`config.mk`:
```
export PLATFORM = sky130hd
export DESIGN_NAME = vloop_seq
export DESIGN_NICKNAME = d
export VERILOG_FILES = /design/src/rtl/vloop_pkg.sv /design/src/rtl/vloop_ctrl.sv /design/src/rtl/vloop_dp.sv /design/src/rtl/vloop_seq.sv
export SDC_FILE = /design/constraint.sdc
export NUM_CORES = 1
export LEC_CHECK = 0
export BUFFER_PORTS_ARGS = -buffer_cell sky130_fd_sc_hd__buf_2
export CORE_ASPECT_RATIO = 0.8
export CORE_MARGIN = 10
export CORE_UTILIZATION = 43
export CTS_CLUSTER_DIAMETER = 80
export DETAILED_ROUTE_END_ITERATION = 10
export HOLD_SLACK_MARGIN = 0.08
export PLACE_DENSITY = 0.84
export SETUP_SLACK_MARGIN = 0.02
export SYNTH_ARGS = -nofsm -noshare
export SYNTH_HDL_FRONTEND = slang
export SYNTH_SLANG_ARGS = --single-unit
```
`constraint.sdc`:
```
create_clock -name clk -period 2.91 [get_ports clk]
set_clock_uncertainty 0.05 [all_clocks]
set_input_delay 0.582 -clock clk [delete_from_list [all_inputs] [get_ports clk]]
set_output_delay 0.582 -clock clk [all_outputs]
set_load 0.01 [all_outputs]
```
`src/rtl/vloop_pkg.sv`:
```
package vloop_pkg;
  typedef struct packed {
    logic incIdx;
    logic clrIdx;
    logic holdPc;
    logic advPc;
    logic redirect;
  } stepCtl_t;
endpackage

```
`src/rtl/vloop_ctrl.sv`:
```
module vloop_ctrl
  import vloop_pkg::*;
#(
  parameter int IDX_W = 7
) (
  input  logic             stepDone,
  input  logic             vecOut,
  input  logic             vecIn,
  input  logic             twinPred,
  input  logic             vfStep,
  input  logic             isBranch,
  input  logic             branchEnd,
  input  logic [IDX_W-1:0] srcIdx,
  input  logic [IDX_W-1:0] dstIdx,
  input  logic [IDX_W-1:0] vecLen,
  input  logic             vertFirst,
  output stepCtl_t         ctl
);
  localparam logic [IDX_W-1:0] ONE = {{(IDX_W-1){1'b0}}, 1'b1};

  logic [IDX_W-1:0] lastIdx;
  logic isVec;
  logic vfBypass;
  logic brExit;
  logic canStep;

  always_comb begin
    lastIdx  = vecLen - ONE;
    isVec    = twinPred ? (vecOut | vecIn) : vecOut;
    vfBypass = vertFirst & ~vfStep;
    brExit   = isBranch & branchEnd;
    canStep  = isVec & (srcIdx != lastIdx) & (dstIdx != lastIdx);
  end

  always_comb begin
    ctl = '0;
    if (stepDone) begin
      if (vfBypass) begin
        ctl.advPc = 1'b1;
      end else if (brExit) begin
        ctl.clrIdx   = 1'b1;
        ctl.redirect = 1'b1;
      end else if (canStep) begin
        ctl.incIdx = 1'b1;
        ctl.holdPc = 1'b1;
      end else begin
        ctl.clrIdx = 1'b1;
        ctl.advPc  = 1'b1;
      end
    end
  end
endmodule

```
`src/rtl/vloop_dp.sv`:
```
module vloop_dp
  import vloop_pkg::*;
#(
  parameter int IDX_W        = 7,
  parameter int PC_W         = 64,
  parameter int PLAIN_BYTES  = 4,
  parameter int PREFIX_BYTES = 8
) (
  input  logic             clk,
  input  logic             rst,
  input  logic             cfgLoad,
  input  logic [IDX_W-1:0] cfgVecLen,
  input  logic             cfgVertFirst,
  input  stepCtl_t         ctl,
  input  logic             prefixed,
  input  logic [PC_W-1:0]  curPc,
  input  logic [PC_W-1:0]  branchNia,
  output logic [IDX_W-1:0] srcIdx,
  output logic [IDX_W-1:0] dstIdx,
  output logic [IDX_W-1:0] vecLen,
  output logic             vertFirst,
  output logic [PC_W-1:0]  nextPc
);
  localparam int LANES = 2;
  localparam logic [PC_W-1:0] PLAIN_INC  = PC_W'(PLAIN_BYTES);
  localparam logic [PC_W-1:0] PREFIX_INC = PC_W'(PREFIX_BYTES);
  localparam logic [IDX_W-1:0] ONE = {{(IDX_W-1){1'b0}}, 1'b1};

  logic [LANES-1:0][IDX_W-1:0] idxQ;

  for (genvar lane = 0; lane < LANES; lane++) begin : gLane
    always_ff @(posedge clk) begin
      if (rst || cfgLoad || ctl.clrIdx) idxQ[lane] <= '0;
      else if (ctl.incIdx)              idxQ[lane] <= idxQ[lane] + ONE;
    end
  end

  always_ff @(posedge clk) begin
    if (rst) begin
      vecLen    <= '0;
      vertFirst <= 1'b0;
    end else if (cfgLoad) begin
      vecLen    <= cfgVecLen;
      vertFirst <= cfgVertFirst;
    end
  end

  assign srcIdx = idxQ[0];
  assign dstIdx = idxQ[1];

  always_comb begin
    if (ctl.redirect)    nextPc = branchNia;
    else if (ctl.holdPc) nextPc = curPc;
    else                 nextPc = curPc + (prefixed ? PREFIX_INC : PLAIN_INC);
  end
endmodule

```
`src/rtl/vloop_seq.sv`:
```
module vloop_seq
  import vloop_pkg::*;
#(
  parameter int IDX_W = 7,
  parameter int PC_W  = 32
) (
  input  logic             clk,
  input  logic             rst,
  input  logic             cfgLoad,
  input  logic [IDX_W-1:0] cfgVecLen,
  input  logic             cfgVertFirst,
  input  logic             stepDone,
  input  logic             vecOut,
  input  logic             vecIn,
  input  logic             twinPred,
  input  logic             vfStep,
  input  logic             isBranch,
  input  logic             branchEnd,
  input  logic             prefixed,
  input  logic [PC_W-1:0]  curPc,
  input  logic [PC_W-1:0]  branchNia,
  output logic [IDX_W-1:0] srcIdx,
  output logic [IDX_W-1:0] dstIdx,
  output logic             holdPc,
  output logic             advancePc,
  output logic [PC_W-1:0]  nextPc
);
  stepCtl_t         ctl;
  logic [IDX_W-1:0] vecLen;
  logic             vertFirst;
  logic             stepGo;

  // cfgLoad outranks a step in the same cycle
  assign stepGo = stepDone & ~cfgLoad & ~rst;

  vloop_ctrl #(.IDX_W(IDX_W)) uCtrl (
    .stepDone (stepGo),
    .vecOut   (vecOut),
    .vecIn    (vecIn),
    .twinPred (twinPred),
    .vfStep   (vfStep),
    .isBranch (isBranch),
    .branchEnd(branchEnd),
    .srcIdx   (srcIdx),
    .dstIdx   (dstIdx),
    .vecLen   (vecLen),
    .vertFirst(vertFirst),
    .ctl      (ctl)
  );

  vloop_dp #(.IDX_W(IDX_W), .PC_W(PC_W)) uDp (
    .clk         (clk),
    .rst         (rst),
    .cfgLoad     (cfgLoad),
    .cfgVecLen   (cfgVecLen),
    .cfgVertFirst(cfgVertFirst),
    .ctl         (ctl),
    .prefixed    (prefixed),
    .curPc       (curPc),
    .branchNia   (branchNia),
    .srcIdx      (srcIdx),
    .dstIdx      (dstIdx),
    .vecLen      (vecLen),
    .vertFirst   (vertFirst),
    .nextPc      (nextPc)
  );

  assign holdPc    = ctl.holdPc;
  assign advancePc = ctl.advPc;
endmodule

```
==> results of run 1 <==
[registers in the layout, summed over array words and instances, names as in the netlist]
name / flops
uDp.dstIdx: 7
uDp.srcIdx: 7
uDp.vecLen: 7
uDp.vertFirst: 1
[metrics by stage]
step,worst slack (ns),TNS [ns]
6_report,-0.458,-11.21
5_1_grt,-0.595,-15.42
4_1_cts,-0.425,-10.19
3_5_place_dp,-0.310,-3.62
3_3_place_gp,-0.271,-2.96
2_1_floorplan,-0.0176,-0.0492
[layer usage]
layer / up-vias / share of wire, % / routed length [µm]
li1: 1751 / - / -
met4: 0 / 4.5 / 518
met2: 210 / 49 / 5630
met1: 1736 / 39 / 4550
met5: - / 0 / 0
met3: 54 / 7.2 / 834
[cells in the final DEF (no fill, tap or decap), drive strengths merged, types with 2 or more instances in the layout]
master and instances:
a31o 2, a21oi 8, or3 8, o31ai 2
ha 5, nor3 8, and3 5, nor4b 2
mux2i 8, nand2 54, clkbuf 4, a41oi 2
nand3 30, or2 5, xnor2 23, nand4 9
and2 2, and4 8, a22oi 4, o21ai 22
a31oi 15, dfxtp 22, inv 8, o311ai 2
nor4 3, or4 11, o211ai 9, nor2 40
a41o 2, xor2 10, buf 213, nor2b 2
[layout make-up]
| cell class | instances | share of cell area [%] |
|---|---|---|
| Inverter | 7 | 0.837 |
| Timing Repair Buffer | 213 | 31.8 |
| Sequential cell | 22 | 10.3 |
| Clock buffer | 4 | 1.27 |
| Tap cell | 81 | 2.34 |
| Timing Repair inverter | 1 | 0.144 |
| Multi-Input combinational cell | 315 | 53.2 |
[worst max path at each step]
stage                        startpoint         end  slack (ns)  cells past startpoint
final                     uDp.vecLen[0]  nextPc[24]       -0.46                     12
after CTS                 uDp.vecLen[0]   nextPc[7]       -0.42                     12
after floorplan           uDp.vecLen[0]  nextPc[29]       -0.02                     11
after global routing      uDp.vecLen[4]  nextPc[27]       -0.59                     11
after detailed placement       prefixed  nextPc[18]       -0.31                     11
after global placement         prefixed  nextPc[18]       -0.27                     11
[worst max-delay path, cell delays in order, from the launching register on]
cell and delay (ns):
dfxtp_4 0.37, inv_2 0.04, ha_4 0.17, nor4b_4 0.14, and2b_2 0.24, a311o_4 0.34
buf_4 0.14, a41o_4 0.28, buf_4 0.14, o211ai_1 0.23, xor2_1 0.18, o21ai_1 0.06
buf_2 0.14
[power groups by stage]
stage | Sequential (mW) | Clock (mW) | Combinational [mW]
floorplan | 0.322 | 0 | 0.218
global placement | 0.326 | 0 | 0.394
detailed placement | 0.326 | 0 | 0.405
CTS | 0.320 | 0.231 | 0.425
global route | 0.322 | 0.243 | 0.501
finish | 0.321 | 0.227 | 0.467
[timing repair]
item                       in CTS  in global routing
setup endpoints to repair      32                 39
setup buffers                   9                  4
gates resized for setup        17                 38
pin swaps                      32                 16
gates cloned                    1                  0
[cell families after synthesis]
group                      count (synthesis)
and+or+nand+nor                          192
AOI/OAI and AO/OA                         74
xor gates and xnor gates                  33
buffers and inverters                     32
DFF                                       22
muxes                                      9
adders and majority gates                  7
[synthesized netlist by cell type, types with 8 or more instances]
cell and n:
nand2_1 53, xor2_1 10, or4_1 10, a21oi_1 8
and4_1 8, or3_1 8, o211ai_1 9, mux2i_1 8
a31oi_1 15, dfxtp_1 22, xnor2_1 21, o21ai_1 11
nand4_1 9, nand3_1 30, o21ai_0 10, nor2_1 40
clkbuf_1 10
==> summary.txt, run 1 <==
Logic synthesis
  • Mapped cell area: 2670 µm²
  • Asr flop ratio synth: 0%
  • Synth Net Count: 458
  • Register area share after synthesis: 16.5%
  • Area share of the largest cell type after synthesis: 16.5%
  • Syn Inst Count: 369
  • Yosys warns: 0
  • Post-synth EDFFs: 0
  • Netlist cell types: 63
  • Mux contribution to synthesized area: 3.43%
  • Simple-Gate Fraction of Synth Area: 38.3%
  • Top_reg_cell synth: dfxtp_1
  • Synthesized area per cell: 7.22 µm²
  • Synth Area in Adders: 3.47%
  • Post-synthesis compound-gate area fraction: 20.0%
  • Synth Area in XOR/XNOR: 11.4%
  • Cell taking the most area after synthesis: dfxtp_1
  • Yosys reg bits: 22
  • Top post-synthesis cells by area: dfxtp_1 17%, nand2_1 7.5%, xnor2_1 6.9%
  • Combinational family with the most area after synthesis: simple AND/OR/NAND/NOR gates

GRT
  • Vias in the first global route: 3625
  • GR Layer Usage met1: 26.1%
  • GRT met3 Usage: 4.07%
  • Overall Global Routing Usage: 21.8%
  • First-pass GRT wire length: 17900 µm
  • Met2 usage: 37.7%
  • Largest net degree at the start of global routing: 27
  • Most Crowded Layer GR: met2
  • GRT Residual Overflow: 0
  • Initial antenna violation count: 0

Detailed routing
  • Wire per inst: 17.9 µm
  • Drt drc: 0
  • Antenna Nets Post-Route: 0
  • DRT Wirelength: 11500 µm
  • Vias per cell: 5.83
  • Drt pass-1 iters: 5
  • Vias post-DR: 3751
  • Drt first-iter violations: 279

Finish
  • Sequential cell area: 448 µm²
  • Share of cells above drive strength 1: 51.1%
  • Final instance count without filler cells: 643
  • Util after Layout: 72.5%
  • Final net count: 652
  • FILL cells: 466
  • Design area: 4330 µm²
  • Diode count: 0
  • Area of the multi-input gates: 2310 µm²
  • Area growth from synthesis to layout: 62.6%

CTS
  • H-tree Lvls: 1
  • CTS tree: built
  • Bufs on Longest Clock Path: 2
  • CTS Buf Count: 3
  • Clock Sinks: 22
  • Cts hold-fix bufs: 0
  • Root Driver: clkbuf_8
  • Worst skew pair latency: 0.27 ns
  • CTS clk-pin slew, worst paths: 0.08 ns

Die
  • Die footprint: 9770 µm²
  • Die H: 90.4 µm
  • Core area: 5970 µm²
  • IO Count: 131
  • Starting Density: 44.6%
  • Die Wd: 108 µm
  • Row Count: 25

Power and ir drop
  • P_leak: 1.91 nW
  • Max VDD drop: 0.157 mV
  • Sw Ratio: 34.6%
  • Internal Power: 0.664 mW
  • Power Density: 234 nW/µm²
  • Pwr Total: 1.01 mW
  • Clock share of power: 22.4%
  • Sw power: 0.351 mW
  • Comb pwr share: 46.0%
  • Reg power frac: 31.6%

Worst setup path
  • Critical path launch point type: flop
  • WP data arrival: 2.74 ns
  • WS Path Type: reg -> out
  • Worst reg2reg endpoint: uDp.srcIdx[6]
  • Setup crit end kind: output port
  • CP max FO: 6
  • Reg-to-Reg Start: uDp.vecLen[0]
  • WP data required: 2.28 ns
  • Worst r2r path cells: 10
  • Flop-to-flop setup slack: 0.11 ns

STA
  • Fmax: 297 MHz
  • Worst Tran Pin Value: 0.867 ns
  • Hold WS: 0.480 ns
  • Slew headroom: 41.8%
  • Setup violations, final: 32
  • Minimum clock period: 3.37 ns
  • Slack of the critical path: -0.458 ns
  • Hold Vio Cnt, Final: 0
  • RSZ-0062 raised after global routing: yes
  • Part of the cycle the worst path needs: 116%
  • Fin. max-slew vios: 0

Placed design
  • Gpl congestion: 0.899
  • Final HPWL DP: 8670 µm
  • Placed Instances: 626
  • Placed cell area: 3950 µm²
  • IO Port Bufs: 130

Min path
  • Hold worst-path end: uDp.vertFirst
  • Hold depth: 2
  • Hold path start: uDp.vertFirst
  • Hold WC Path Type: reg -> reg

Run
  • Max_cap viols: 0

Run status
  • Failing checks: negative setup slack
  • Status: complete, but fails checks
(Power assumes the default switching activity.)
==> run 2, diff against run 1 <==
--- a/config.mk
+++ b/config.mk
@@ -6,12 +6,14 @@
 export NUM_CORES = 1
 export LEC_CHECK = 0
 export BUFFER_PORTS_ARGS = -buffer_cell sky130_fd_sc_hd__buf_2
+export CAP_MARGIN = 25
 export CORE_ASPECT_RATIO = 0.8
 export CORE_MARGIN = 10
 export CORE_UTILIZATION = 43
 export CTS_CLUSTER_DIAMETER = 80
 export DETAILED_ROUTE_END_ITERATION = 10
 export HOLD_SLACK_MARGIN = 0.08
+export MAX_ROUTING_LAYER = met4
 export PLACE_DENSITY = 0.84
 export SETUP_SLACK_MARGIN = 0.02
 export SYNTH_ARGS = -nofsm -noshare
==> run 2 against run 1 <==
  * The flow still finishes with violations (negative setup slack)
  * Global-route usage is 0.18 points lower
  * Maximum frequency is 1.5% lower
  * Power is 9.8% higher
  * Sequential power hardly changed
  * Via count is 1.2% higher
  * Sequential share of layout area is 0.20 points lower
  * Hold slack worse by 0.0018 ns
  * Final cell count is 0.62% higher
  * Combinational power is 5.4% higher
  * Sequential cell count stayed put
  * Register-to-register slack better by 0.02 ns
  * Worst setup slack worse by 0.050 ns
  * Largest cell class unchanged
==> summary.txt, run 2 (same netlist as run 1, synthesis figures left out) <==
Run status
  • Status: complete, but fails checks
  • Failing checks: negative setup slack

Worst setup path
  • Reg-to-Reg Start: uDp.vecLen[0]
  • CP max FO: 14
  • Critical path launch point type: flop
  • Setup crit end kind: output port
  • Worst reg2reg endpoint: uDp.srcIdx[6]
  • WS Path Type: reg -> out
  • Worst r2r path cells: 10
  • WP data required: 2.28 ns
  • WP data arrival: 2.79 ns
  • Flop-to-flop setup slack: 0.13 ns

GRT
  • GRT Residual Overflow: 0
  • Largest net degree at the start of global routing: 27
  • Vias in the first global route: 3625
  • Overall Global Routing Usage: 21.6%
  • First-pass GRT wire length: 17300 µm
  • Initial antenna violation count: 0

Die
  • Die H: 90.4 µm
  • Die Wd: 108 µm
  • Die footprint: 9770 µm²
  • Starting Density: 44.6%
  • Row Count: 25
  • Core area: 5970 µm²
  • IO Count: 131

Detailed routing
  • Vias per cell: 5.87
  • Drt first-iter violations: 260
  • DRT Wirelength: 12300 µm
  • Drt pass-1 iters: 4
  • Antenna Nets Post-Route: 0
  • Vias post-DR: 3797
  • Drt drc: 0
  • Wire per inst: 18.9 µm

Finish
  • Final instance count without filler cells: 647
  • Area growth from synthesis to layout: 65.8%
  • Area of the multi-input gates: 2330 µm²
  • Most common cell after layout, fill and taps aside: buf_2
  • Diode count: 0
  • Sequential cell area: 448 µm²
  • FILL cells: 432
  • Share of cells above drive strength 1: 51.4%
  • Design area: 4420 µm²
  • Most frequent cells in the layout: 122 x buf_2, 78 x buf_4, 51 x nand2_1
  • Final net count: 656

STA
  • Minimum clock period: 3.42 ns
  • Worst Tran Pin Value: 0.842 ns
  • Hold Vio Cnt, Final: 0
  • Slew headroom: 43.5%
  • Part of the cycle the worst path needs: 117%
  • Post-route setup TNS: -12.08 ns
  • RSZ-0062 raised after global routing: yes
  • Fmax: 293 MHz
  • Fin. max-slew vios: 0
  • Setup violations, final: 32
  • Slack of the critical path: -0.508 ns

Run
  • Max_cap viols: 0

Placed design
  • Placed Instances: 628
  • Final HPWL DP: 8780 µm
  • Gpl congestion: 0.955
  • IO Port Bufs: 130
  • Placed cell area: 3950 µm²

CTS
  • Root Driver: clkbuf_8
  • Worst skew pair latency: 0.28 ns
  • CTS Buf Count: 3
  • Clock Sinks: 22
  • CTS clk-pin slew, worst paths: 0.09 ns
  • Bufs on Longest Clock Path: 2
  • H-tree Lvls: 1
  • CTS tree: built

Power and ir drop
  • Max VDD drop: 0.180 mV
  • P_leak: 1.97 nW
  • Pwr Total: 1.11 mW
  • Power Density: 252 nW/µm²

Min path
  • Hold worst-path end: uDp.vertFirst
  • Hold WC Path Type: reg -> reg
  • Hold path start: uDp.vertFirst
  • Hold depth: 2
run 2: cell type report:
cell class                 count  area share, %
tap                           81           2.29
multi-input combinational    315           52.8
clock inverter                 1          0.680
timing repair buffer         218           32.2
clock buffer                   3          0.934
inverter                       7          0.878
sequential                    22           10.1
run 2: timing repair:
item,in CTS,in global routing
setup endpoints to repair,32,32
hold buffers,0,0
setup buffers,6,9
resized for setup,22,38
pin swaps,18,24
run 2: power by group:
part           internal [mW]  switching (mW)  leakage, nW
Clock                  0.184           0.115       0.0357
Sequential             0.308          0.0140        0.181
Combinational          0.248           0.243         1.75
Total                  0.741           0.373         1.97
run 2: how the worst max path moves through the flow:
stage,startpoint,end,slack [ns],depth (start not counted)
3_5_place_dp,prefixed,nextPc[18],-0.33,11
2_1_floorplan,uDp.vecLen[0],nextPc[29],-0.02,11
3_3_place_gp,prefixed,nextPc[18],-0.27,11
4_1_cts,uDp.vecLen[0],nextPc[11],-0.41,12
6_report,uDp.vecLen[0],nextPc[11],-0.51,12
5_1_grt,uDp.vecLen[0],nextPc[11],-0.60,12
run 2: metal layers:
layer | part of all wire, % | wire length (µm) | vias up | GRT usage, %
met5 | 0 | 0 | - | -
met4 | 5.1 | 622 | 0 | 7.22
met3 | 8.2 | 1000 | 55 | 3.64
met2 | 49 | 6020 | 228 | 36.8
met1 | 38 | 4610 | 1759 | 24.7
li1 | - | - | 1755 | -
run 2: worst max-delay path, cell delays in order, from the launching register on:
cell and delay, ns:
dfxtp_4 0.38, inv_4 0.07, ha_4 0.16, nor4b_4 0.25
and2b_1 0.23, a311o_4 0.25, a41oi_4 0.12, nand2_4 0.12
inv_8 0.07, buf_4 0.14, or4_1 0.50, nand3_1 0.08
buf_2 0.13
run 2: stage by stage:
stage | hold slack [ns] | utilization [%] | worst slack (ns)
final | 0.479 | 74.0 | -0.508
after global routing | 0.516 | 74.0 | -0.602
after CTS | 0.480 | 69.6 | -0.413
after detailed placement | 0.456 | 66.1 | -0.327
after global placement | 0.434 | 66.1 | -0.269
after floorplan | 0.412 | - | -0.0176
==> run 3, diff against run 2 <==
--- a/config.mk
+++ b/config.mk
@@ -5,17 +5,19 @@
 export SDC_FILE = /design/constraint.sdc
 export NUM_CORES = 1
 export LEC_CHECK = 0
+export ABC_AREA = 1
 export BUFFER_PORTS_ARGS = -buffer_cell sky130_fd_sc_hd__buf_2
 export CAP_MARGIN = 25
 export CORE_ASPECT_RATIO = 0.8
 export CORE_MARGIN = 10
-export CORE_UTILIZATION = 43
+export CORE_UTILIZATION = 45
 export CTS_CLUSTER_DIAMETER = 80
 export DETAILED_ROUTE_END_ITERATION = 10
 export HOLD_SLACK_MARGIN = 0.08
 export MAX_ROUTING_LAYER = met4
-export PLACE_DENSITY = 0.84
+export PLACE_DENSITY = 0.88
 export SETUP_SLACK_MARGIN = 0.02
+export SLEW_MARGIN = 0
 export SYNTH_ARGS = -nofsm -noshare
 export SYNTH_HDL_FRONTEND = slang
 export SYNTH_SLANG_ARGS = --single-unit
==> run 3 against run 2 <==
  * The run still ends with negative setup slack left
  * Hold slack got worse by 0.054 ns
  * Clock power decreased by 35%
  * Power increased by 1.8%
  * Global-route usage increased by 4.2 points
  * Maximum frequency increased by 9.8%
  * Critical path depth increased by 3
  * Sequential power about the same
  * Synthesized area increased by 23%
  * Count of clock-buffer cells in the layout unchanged
  * Core utilization decreased by 2.2 points
  * Combinational power increased by 25%
  * Non-clock buffer count decreased by 21
  * Largest cell class unchanged
==> summary.txt, run 3 <==
Logic synthesis
  • Top post-synthesis cells by area: nand2_1 28%, dfxtp_1 13%, nand4_1 9.0%
  • Top_reg_cell synth: dfxtp_1
  • Most common cell in the netlist: nand2_1
  • Yosys reg bits: 22
  • Area share of the largest cell type after synthesis: 27.7%
  • Register area share after synthesis: 13.5%
  • Mapped cell area: 3270 µm²
  • Post-synth EDFFs: 0
  • Synth Net Count: 682
  • Asr flop ratio synth: 0%
  • Netlist cell types: 31
  • Syn Inst Count: 593
  • Synthesized area per cell: 5.52 µm²
  • Cell taking the most area after synthesis: nand2_1
  • Yosys warns: 0
  • Commonest cells in the netlist: 242 x nand2_1, 51 x nor2_1, 47 x nand3_1, 47 x nand4_1, 43 x inv_1

Power and ir drop
  • Max VDD drop: 0.159 mV
  • Clock share of power: 17.2%
  • P_leak: 2.53 nW
  • Power Density: 226 nW/µm²
  • Internal Power: 0.666 mW
  • Comb pwr share: 54.3%
  • Reg power frac: 28.4%
  • Sw power: 0.468 mW
  • Sw Ratio: 41.3%
  • Pwr Total: 1.13 mW

Finish
  • Area growth from synthesis to layout: 53.3%
  • Share of cells above drive strength 1: 40.4%
  • Area of the multi-input gates: 2870 µm²
  • Most frequent cells in the layout: 204 x nand2_1, 122 x buf_2, 50 x buf_4
  • Util after Layout: 71.8%
  • Sequential cell area: 443 µm²
  • Final net count: 859
  • Most common cell after layout, fill and taps aside: nand2_1
  • Diode count: 0
  • Design area: 5020 µm²
  • FILL cells: 569

GRT
  • Vias in the first global route: 4643
  • First-pass GRT wire length: 23000 µm
  • GRT Residual Overflow: 0
  • Largest net degree at the start of global routing: 35
  • Overall Global Routing Usage: 25.8%
  • Initial antenna violation count: 0

Placed design
  • Placed cell area: 4300 µm²
  • Final HPWL DP: 10600 µm
  • Gpl congestion: 1.03
  • IO Port Bufs: 130

STA
  • Minimum clock period: 3.11 ns
  • Hold Vio Cnt, Final: 0
  • Fmax: 321 MHz
  • Fin. max-slew vios: 0
  • Post-route setup TNS: -4.14 ns
  • RSZ-0062 raised after global routing: yes
  • Slew headroom: 67.5%
  • Worst Tran Pin Value: 0.483 ns
  • Part of the cycle the worst path needs: 107%
  • Slack of the critical path: -0.204 ns
  • Setup violations, final: 30

Detailed routing
  • Wire per inst: 17.3 µm
  • Vias post-DR: 4846
  • DRT Wirelength: 14800 µm
  • Drt first-iter violations: 508
  • Vias per cell: 5.67
  • Drt pass-1 iters: 6
  • Antenna Nets Post-Route: 0
  • Drt drc: 0

CTS
  • Cts hold-fix bufs: 0
  • Bufs on Longest Clock Path: 2
  • CTS tree: built
  • Clock Sinks: 22
  • CTS Buf Count: 3
  • CTS clk-pin slew, worst paths: 0.08 ns
  • Root Driver: clkbuf_8
  • Worst skew pair latency: 0.27 ns
  • H-tree Lvls: 1

Worst setup path
  • WP data required: 2.28 ns
  • Critical path launch point type: input port
  • Setup crit end kind: output port
  • CP max FO: 3
  • WS Path Type: in -> out
  • WP data arrival: 2.48 ns

Die
  • Row Count: 27
  • Core area: 6990 µm²
  • IO Count: 131
  • Die footprint: 11100 µm²
  • Die Wd: 115 µm
  • Starting Density: 46.8%
  • Die H: 96.3 µm

Run status
  • Failing checks: negative setup slack
  • Status: complete, but fails checks

Min path
  • Hold WC Path Type: reg -> reg

Run
  • Max_cap viols: 0
## run 3: what timing repair did
action,in CTS,in global routing
gates cloned,5,1
setup endpoints to repair,32,33
gates resized for setup,72,48
buffers inserted,18,5
pin swaps,46,53
## run 3: metrics by stage
step	setup slack [ns]	hold WS [ns]	cells
floorplan	0.0139	0.390	593
global placement	-0.372	0.404	826
detailed placement	-0.348	0.417	826
CTS	-0.165	0.429	852
global route	-0.336	0.465	855
finish	-0.204	0.424	855
## run 3: final cells by class
cell class | instances | area share [%]
clock buffer | 3 | 0.822
timing repair buffer | 197 | 27.0
inverter | 48 | 4.06
multi-input combinational | 498 | 57.1
tap | 87 | 2.17
sequential | 22 | 8.82
## run 3: power groups by stage
stage / Clock (mW) / Sequential [mW] / Combinational (mW)
finish: 0.195 / 0.322 / 0.616
global route: 0.211 / 0.323 / 0.668
CTS: 0.195 / 0.321 / 0.566
detailed placement: 0 / 0.328 / 0.481
global placement: 0 / 0.327 / 0.466
floorplan: 0 / 0.327 / 0.274
## run 3: logic make-up (layout without fill, tap and decap cells)
| kind of cell | Yosys count | in the layout | synth area share (%) |
|---|---|---|---|
| buffers and inverters | 74 | 248 | 9.55 |
| AND/OR/NAND/NOR | 427 | 428 | 58.5 |
| adder cells (fa/ha/maj) | 6 | 6 | 2.52 |
| flip-flops | 22 | 22 | 13.5 |
| AO/OA/AOI/OAI | 25 | 25 | 5.54 |
| XOR/XNOR | 39 | 39 | 10.4 |
## run 3: path summary, 6_finish.rpt
kind,start,end,slack [ns],cells past startpoint
min reg2reg,uDp.vertFirst,uDp.vertFirst,0.42,2
max,prefixed,nextPc[24],-0.20,15
max reg2reg,uDp.vecLen[1],uDp.srcIdx[2],0.30,17
min,uDp.vertFirst,uDp.vertFirst,0.42,2
## run 3: worst max-delay path, stage by stage
cell and delay (ns):
buf_12 0.12, inv_16 0.04, ha_4 0.13, inv_4 0.04, fa_2 0.35, or2_4 0.28
nor3_4 0.16, buf_6 0.14, nand4_1 0.10, xnor2_1 0.19, nand2_1 0.07, nand2_1 0.05
nand2_1 0.05, nand2_1 0.06, buf_2 0.12
## run 3: layer usage
metal / global-route usage, % / routed length [µm] / up-vias
li1: - / - / 2292
met1: 33.5 / 6290 / 2255
met2: 41.6 / 6920 / 267
met3: 4.29 / 1380 / 32
met4: 4.74 / 250 / 0
met5: - / 0 / -
